$ cat config.mk
export PLATFORM = sky130hd
export DESIGN_NAME = irq_entry_seq
export DESIGN_NICKNAME = d
export VERILOG_FILES = /design/src/rtl/irq_entry_pkg.sv /design/src/rtl/irq_entry_arb.sv /design/src/rtl/irq_entry_frame.sv /design/src/rtl/irq_entry_sp.sv /design/src/rtl/irq_entry_seq.sv
export SDC_FILE = /design/constraint.sdc
export NUM_CORES = 1
export LEC_CHECK = 0
export ABC_CLOCK_PERIOD_IN_PS = 5400
export BUFFER_PORTS_ARGS = -buffer_cell sky130_fd_sc_hd__clkbuf_2
export CORE_ASPECT_RATIO = 1.5
export CORE_MARGIN = 5
export CORE_UTILIZATION = 40
export DETAILED_ROUTE_END_ITERATION = 12
export HOLD_SLACK_MARGIN = 0.15
export PLACE_DENSITY_LB_ADDON = 0.12
export SLEW_MARGIN = 20
export SYNTH_ARGS = -nofsm -noshare
export SYNTH_HDL_FRONTEND = slang
export SYNTH_SLANG_ARGS = --single-unit
$ cat constraint.sdc
create_clock -name clk -period 5.4 [get_ports clk]
set_clock_uncertainty 0.05 [all_clocks]
set_input_delay 0 -clock clk [delete_from_list [all_inputs] [get_ports clk]]
set_output_delay 0 -clock clk [all_outputs]
set_load 0.1 [all_outputs]
$ cat src/rtl/irq_entry_pkg.sv
package irq_entry_pkg;
   typedef enum logic [2:0] {
      ST_IDLE,
      ST_PUSH,
      ST_RD_LO,
      ST_RD_HI,
      ST_RD_WAIT,
      ST_FIN
   } seq_state_t;
endpackage

$ cat src/rtl/irq_entry_arb.sv
module irq_entry_arb (
   input  logic idle,
   input  logic nmi_n,
   input  logic irq_req,
   input  logic ief1,
   output logic take,
   output logic take_nmi
);
   // nonmaskable wins and ignores the enable flag
   assign take_nmi = idle & ~nmi_n;
   assign take     = idle & (~nmi_n | (irq_req & ief1));
endmodule

$ cat src/rtl/irq_entry_frame.sv
module irq_entry_frame #(
   parameter int BYTE_W       = 8,
   parameter int PC_BYTES     = 3,
   parameter int NARROW_BYTES = 2,
   parameter int IDX_W        = 3
) (
   input  logic                       wide,
   input  logic [PC_BYTES*BYTE_W-1:0] pc,
   input  logic [IDX_W-1:0]           idx,
   output logic [BYTE_W-1:0]          data,
   output logic                       last
);
   logic [BYTE_W-1:0] pc_b [PC_BYTES];
   logic [IDX_W-1:0]  nbytes;
   logic [IDX_W-1:0]  sel;

   for (genvar g = 0; g < PC_BYTES; g++) begin : g_split
      assign pc_b[g] = pc[g*BYTE_W +: BYTE_W];
   end

   assign nbytes = wide ? IDX_W'(PC_BYTES) : IDX_W'(NARROW_BYTES);
   assign sel    = nbytes - IDX_W'(1) - idx;
   assign last   = (idx == nbytes);

   always_comb begin
      data = {{(BYTE_W-1){1'b0}}, wide};
      if (idx < nbytes) begin
         for (int i = 0; i < PC_BYTES; i++) begin
            if (sel == IDX_W'(i)) data = pc_b[i];
         end
      end
   end
endmodule

$ cat src/rtl/irq_entry_sp.sv
module irq_entry_sp #(
   parameter int ADDR_W = 24
) (
   input  logic              clk,
   input  logic              rst_n,
   input  logic              load,
   input  logic [ADDR_W-1:0] load_val,
   input  logic              dec,
   output logic [ADDR_W-1:0] sp,
   output logic [ADDR_W-1:0] wr_addr
);
   always_ff @(posedge clk) begin
      if (!rst_n)    sp <= '0;
      else if (load) sp <= load_val;
      else if (dec)  sp <= sp - ADDR_W'(1);
   end
   assign wr_addr = sp - ADDR_W'(1);
endmodule

$ cat src/rtl/irq_entry_seq.sv
module irq_entry_seq
   import irq_entry_pkg::*;
#(
   parameter int          ADDR_W      = 24,
   parameter int          BYTE_W      = 8,
   parameter int unsigned NMI_HANDLER = 32'h0066
) (
   input  logic              clk,
   input  logic              rst_n,
   input  logic              irq_req,
   input  logic              nmi_n,
   input  logic [BYTE_W-1:0] irq_vec,
   input  logic [BYTE_W-1:0] page_reg,
   input  logic              ief1_in,
   input  logic              ief2_in,
   input  logic              mode_in,
   input  logic [ADDR_W-1:0] pc_in,
   input  logic [ADDR_W-1:0] sp_in,
   output logic              busy,
   output logic              done,
   output logic              st_we,
   output logic [ADDR_W-1:0] st_addr,
   output logic [BYTE_W-1:0] st_data,
   output logic              rd_en,
   output logic [ADDR_W-1:0] rd_addr,
   input  logic [BYTE_W-1:0] rd_data,
   output logic [ADDR_W-1:0] pc_nxt,
   output logic [ADDR_W-1:0] sp_nxt,
   output logic              mode_nxt,
   output logic              ief1_nxt,
   output logic              ief2_nxt
);
   localparam int PC_BYTES     = ADDR_W / BYTE_W;
   localparam int H_W          = 2 * BYTE_W;
   localparam int NARROW_BYTES = H_W / BYTE_W;
   localparam int PAD_W        = ADDR_W - H_W;
   localparam int IDX_W        = $clog2(PC_BYTES + 2);

   if ((ADDR_W % BYTE_W) != 0 || PC_BYTES < 3) begin : g_bad_cfg
      $error("irq_entry_seq: ADDR_W must be a multiple of BYTE_W, at least three bytes");
   end

   seq_state_t          state;
   logic [IDX_W-1:0]    idx;
   logic                wide_q;
   logic                nmi_q;
   logic [ADDR_W-1:0]   pc_q;
   logic [ADDR_W-1:0]   vaddr_q;
   logic [H_W-1:0]      handler_q;
   logic                take, take_nmi, last;
   logic [ADDR_W-1:0]   sp_cur;

   irq_entry_arb u_arb (
      .idle     (state == ST_IDLE),
      .nmi_n    (nmi_n),
      .irq_req  (irq_req),
      .ief1     (ief1_in),
      .take     (take),
      .take_nmi (take_nmi)
   );

   irq_entry_frame #(
      .BYTE_W       (BYTE_W),
      .PC_BYTES     (PC_BYTES),
      .NARROW_BYTES (NARROW_BYTES),
      .IDX_W        (IDX_W)
   ) u_frame (
      .wide (wide_q),
      .pc   (pc_q),
      .idx  (idx),
      .data (st_data),
      .last (last)
   );

   irq_entry_sp #(.ADDR_W(ADDR_W)) u_sp (
      .clk      (clk),
      .rst_n    (rst_n),
      .load     (take),
      .load_val (sp_in),
      .dec      (st_we),
      .sp       (sp_cur),
      .wr_addr  (st_addr)
   );

   always_ff @(posedge clk) begin
      if (!rst_n) begin
         state     <= ST_IDLE;
         idx       <= '0;
         wide_q    <= 1'b0;
         nmi_q     <= 1'b0;
         pc_q      <= '0;
         vaddr_q   <= '0;
         handler_q <= '0;
      end else begin
         unique case (state)
            ST_IDLE: if (take) begin
               state   <= ST_PUSH;
               idx     <= '0;
               wide_q  <= mode_in;
               nmi_q   <= take_nmi;
               pc_q    <= pc_in;
               vaddr_q <= {{PAD_W{1'b0}}, page_reg, irq_vec};
            end
            ST_PUSH: begin
               idx <= idx + IDX_W'(1);
               if (last) begin
                  if (nmi_q) begin
                     state     <= ST_FIN;
                     handler_q <= H_W'(NMI_HANDLER);
                  end else begin
                     state <= ST_RD_LO;
                  end
               end
            end
            ST_RD_LO: state <= ST_RD_HI;
            ST_RD_HI: begin
               handler_q[BYTE_W-1:0] <= rd_data;
               state <= ST_RD_WAIT;
            end
            ST_RD_WAIT: begin
               handler_q[H_W-1:BYTE_W] <= rd_data;
               state <= ST_FIN;
            end
            ST_FIN:  state <= ST_IDLE;
            default: state <= ST_IDLE;
         endcase
      end
   end

   assign busy    = (state != ST_IDLE);
   assign done    = (state == ST_FIN);
   assign st_we   = (state == ST_PUSH);
   assign rd_en   = (state == ST_RD_LO) | (state == ST_RD_HI);
   assign rd_addr = (state == ST_RD_HI) ? vaddr_q + ADDR_W'(1) : vaddr_q;

   assign pc_nxt   = done ? {{PAD_W{1'b0}}, handler_q} : pc_in;
   assign sp_nxt   = done ? sp_cur : sp_in;
   assign mode_nxt = done | mode_in;
   assign ief1_nxt = ~done & ief1_in;
   assign ief2_nxt = ~done & ief2_in;
endmodule

# --- Word level (Yosys, flattened, before mapping) ---
# Index checks and enable logic that the tools add are counted.
totals:
  ff_bits: 88
  word_cells: 68
  output_inout_bits: 111
  in_bits: 79
op_classes:
  n_bitwise: 10
  n_mux: 20
  add_sub_neg: 5
  n_eq_ne: 11
  n_reduce_logical: 12
  magnitude_cmp: 1
ops:
  columns: ["cell", "count"]
  rows:
  - ["$mux 24", 4]
  - ["$mux 16", 2]
  - ["$mux 8", 4]
  - ["$pmux 8 s2", 2]
  - ["$sub 24x1->24 const B", 1]
  - ["$add 16x1->17 const B", 1]
  - ["$mux 17", 1]
  - ["$pmux 3 s5", 1]
  - ["$mux 3", 4]
  - ["$eq 3x2->1 const B", 3]
  - ["$reduce_bool 2->1", 4]
  - ["$eq 3x1->1 const B", 2]
  - ["$eq 3x3->1 const B", 2]
  - ["$logic_not 3->1", 2]
  - ["$pmux 3 s2", 1]
  - ["$reduce_and 2->1", 3]
  - ["$reduce_and 3->1", 2]
  - ["$and 1x1->1", 5]
  - ["$ne 2x1->1 const B", 2]
  - ["$add 3x1->3 const B", 1]
  - ["$eq 3x3->1", 1]
  - ["$lt 3x3->1", 1]
  - ["$or 1x1->1", 3]
  - ["$reduce_bool 3->1", 1]
  - ["5 further kinds", 6]

# --- Longest topological paths before layout ---
logic_depth:
  word_depth: 8
  depth_mapped: 9

# --- Cells and area by module ---
# From an unflattened synthesis, not the netlist that was laid out.
hier_totals:
  cells_unflattened: 751
  area_unflattened_um2: 5494.0
modules_own_cells:
  columns: ["module", "instances", "area_each_um2", "cells_each", "seq_area_each_um2"]
  rows:
  - ["irq_entry_seq", 1, 3409.5, 478, 1281.2]
  - ["irq_entry_sp", 1, 1720.4, 220, 480.5]
  - ["irq_entry_frame", 1, 346.6, 50, 0.0]
  - ["irq_entry_arb", 1, 17.5, 3, 0.0]

# --- Worst setup path before layout ---
# No wires, ideal clock.
synth_path:
  path_type: "reg2reg"
  from: "register u_sp.sp[0]"
  to: "register u_sp.sp[12]"
  path_slack_ns: 1.488
  stages_incl_launch_ff: 8
  setup_time_ns: 0.070
  arrival_ns: 3.791
  cell_sequence: "dfxtp_1 -> inv_1 -> ha_1 -> or3b_2 -> nor4_1 -> xor2_1 -> nand2_1 -> a21oi_1"
synth_via:
  elab_chain_len: 3
synth_rtl:
  columns: ["item", "line", "text"]
  rows:
  - ["start, declared", "irq_entry_sp.sv:9", "output logic [ADDR_W-1:0] sp,"]
  - ["start signal, assigned", "irq_entry_sp.sv:14", "else if (load) sp <= load_val;"]
  - ["start signal, assigned", "irq_entry_sp.sv:15", "else if (dec) sp <= sp - ADDR_W'(1);"]
  - ["$sub 24x1->24", null, null]
  - ["via st_addr[12]", "irq_entry_seq.sv:22", "output logic [ADDR_W-1:0] st_addr,"]
  - ["$mux 24", "irq_entry_sp.sv:15", null]
  - ["$mux 24", "irq_entry_sp.sv:14", null]
# The timed path passes the listed nets, and every way through them passes these cells. The select of a mux whose other input is x is not followed.
# A chain may end at the register's enable or synchronous reset.

# --- Final worst setup path ---
layout_path:
  from: "register u_sp.sp[0]"
  to: "output port st_addr[20]"
layout_via:
  elab_chain_len: 1
layout_rtl:
  columns: ["item", "line", "text"]
  rows:
  - ["$sub 24x1->24", "irq_entry_sp.sv:17", "assign wr_addr = sp - ADDR_W'(1);"]
  - ["end, declared", "irq_entry_seq.sv:22", null]
# No other way between the ends.

==> metrics.md <==
| Metric | Value |
|---|---|
| Status | `finished clean` |
| Leading area contributor after synthesis | `dfxtp_1` |
| Fin Setup TNS | `0 ps` |
| XOR/XNOR share of the synthesized area | `0.0577` |
| Tcrit/Tclk final | `0.592` |
| Remaining Overflow, GRT | `0` |
| EDFF count, synth | `0` |
| Most common cell after layout, fill and taps aside | `clkbuf_2` |
| Tmin final | `~3200 ps` |
| Port bufs | `roughly 180` |
| Nets | `980` |
| DP Cell Count | `965` |
| CP arrival | `roughly 3200 ps` |
| Worst skew pair latency | `around 340 ps` |
| Area of all sequential standard cells | `around 1800 sq um` |
| Worst path bufs/invs | `2` |
| Initial antenna violation count | `0` |
| Max_cap viols | `0` |
| Vias in the first global route | `5608` |
| Flops & latches, synth | `88` |
| Clock transition at path regs | `about 70 ps` |
| Starting Density | `0.404` |
| CP startpoint kind | `flip-flop` |
| Post-route ant nets | `0` |
| Pin count of the biggest net entering global routing | `55` |
| Share of cells above drive strength 1 | `0.270` |
| Area of the multi-input gates | `between 2000 and 3000 sq um` |
| Worst VDD drop | `approximately 0.56 mV` |
| Final slew viol count | `0` |
| Top_reg_cell synth | `dfxtp_1` |
| RSZ-0062 raised after global routing | `false` |
| Ys async rst share | `0` |
| Synth Area in Simple Gates | `0.270` |
| Finish-stage setup viols | `0` |
| Boundary Pins | `between 150 and 200` |
| Synth Instances | `667` |
| Worst-path maximum fanout | `11` |
| Yosys Warn Count | `0` |
| Max frequency | `313 MHz` |
| Seq/Total Area, Yosys | `0.352` |
| Synth cell types | `between 50 and 60` |
| Die width | `101 um` |
| Largest family of logic cells by synthesized area | `simple AND/OR/NAND/NOR gates` |
| Core area | `about 12000 sq um` |
| Fillers | `roughly 1.2k` |
| CP max stage delay | `500 ps` |
| Most frequent cells in the layout | `clkbuf_2, nand2_1, dfxtp_1` |
| Power Dens Cells | `about 500 nW/um^2` |
| Drt wl/cell | `~16 um` |
| CTS tree | `built` |
| Min-delay worst type | `in2reg` |
| DR iter-0 viols | `around 200` |
| Actual slew at the worst max-slew pin | `around 840 ps` |
| Yosys top cell area share | `0.352` |
| Fin. Hold Viols | `0` |
| Row cnt | `50` |
| Post-Synth Adder-Cell Area | `0.0125` |
| Vias per cell | `around 5.3` |
| 1st-pass router iterations | `5` |
| Critical path cell sequence | `inv_1 -> ha_1 -> nor3b_1 -> nand4_1 -> nor3_1 -> xor2_1 -> clkbuf_2` |
| Routed WL | `between 15 and 20 mm` |
| Gr usage total | `0.223` |
| Synth Area in Compound Gates | `0.189` |
| Non-Filler Instances | `~1.1k` |
| Post-synthesis mux area share | `0.0624` |
| Crit-path leading delay family | `simple AND/OR/NAND/NOR gates` |
| DP HPWL | `between 10 and 15 mm` |
| Post-CTS Setup Inserts | `0` |
| CP Data Required Time | `about 5400 ps` |
| Dominant cells by area after synthesis | `dfxtp_1, nand2_1, mux2_2, a21oi_1, a22oi_1` |
| Clk root buf | `clkbuf_16` |
| Slew headroom | `0.433` |
| Mean post-synth cell area | `between 7 and 8 sq um` |
| Syn Std Cell Area | `5010 sq um` |
| CTS Buffer Depth | `2` |
| Final routed DRC violation total | `0` |
| First-pass GRT wire length | `~27 mm` |
| Cts bufs inserted | `9` |
| Die Y | `~150 um` |
| Vias after detailed routing | `about 5.6k` |
| Die area | `approximately 15000 sq um` |
| Kind of critical path | `reg2out` |
| CTS Sinks | `slightly below 90` |
| Crit-path slowest cell | `nand4_1` |
| GP Congestion | `around 0.82` |
| Lkg Pwr | `around 3.2 nW` |
| Max H-tree Level | `3` |
| Utilization after layout | `0.564` |
| Critical path capture point type | `output port` |
| Area grow syn2layout | `39.5%` |
| Antenna diodes | `0` |
==> state kept, by name (all words and copies together), names as in the netlist <==
| register | count |
|---|---|
| vaddr_q | 16 |
| idx | 3 |
| pc_q | 24 |
| nmi_q | 1 |
| handler_q | 16 |
| u_sp.sp | 24 |
| state | 3 |
| wide_q | 1 |
==> layer usage <==
layer,routed length (um),track usage,vias up
met5,0,0,-
met3,842,0.0309,39
met4,568,0.118,0
met1,6450,0.246,2565
met2,8920,0.403,204
li1,-,-,2748
==> worst register-to-register path, stage by stage, from the launching register on <==
cell and delay (ps):
dfxtp_1 340, inv_1 120, ha_1 260, nor3b_1 430, nand4_1 500, nor3_1 500, nand4b_1 190, o211ai_1 110
dlygate4sd3_1 580
==> final cells by class <==
class,count,share of cell area
Inverter,13,0.00698
Multi-Input combinational cell,521,0.428
Clock buffer,9,0.0322
Tap cell,156,0.0279
Timing Repair Buffer,263,0.245
Sequential cell,88,0.252
Clock inverter,7,0.00788
==> Yosys cell counts (13+ instances only) <==
cell type / instances
and2_1: 14
nand2_1: 175
a22oi_1: 31
clkbuf_1: 34
nor2_1: 54
a21oi_1: 58
xnor2_1: 19
mux2_2: 26
xor2_1: 14
nor3_1: 13
dfxtp_1: 88
==> stage by stage <==
stage / hold WS, ps / total power, mW / area (sq um) / setup slack, ps
2_1_floorplan: 86.0 / 2.51 / 5030 / 1490
3_3_place_gp: 183 / 2.82 / 5940 / 2540
3_5_place_dp: 182 / 2.84 / 5940 / 2460
4_1_cts: 264 / 3.48 / 6980 / 2170
5_1_grt: 321 / 3.63 / 6990 / 1950
6_report: 291 / 3.46 / 6990 / 2200
==> logic make-up after synthesis <==
kind of cell	count (synthesis)
fa+ha+maj	5
mux	28
xor+xnor	33
buf+inv	64
simple gates	305
flops	88
other cells	1
compound gates	143
==> power by group <==
group          total [mW]  internal [mW]  switching, mW  leakage [nW]
logic                2.03          0.402           1.63          2.36
clock network       0.589          0.317          0.273         0.133
registers           0.844          0.738          0.106         0.721
total                3.46           1.46           2.01          3.21
==> path summary, 6_finish.rpt <==
kind	startpoint	to	slack, ps	cells after the start
min reg2reg	pc_q[14]	pc_q[14]	410	2
min	irq_req	idx[0]	290	4
max reg2reg	u_sp.sp[0]	u_sp.sp[20]	2220	8
max	u_sp.sp[0]	st_addr[20]	2200	7
==> what timing repair did <==
item | in CTS | in global routing
resized for setup | 0 | 0
endpoints found under the hold margin | 83 | 0
hold buffers | 76 | 0
Note: power is estimated with default switching activity, not from simulation.
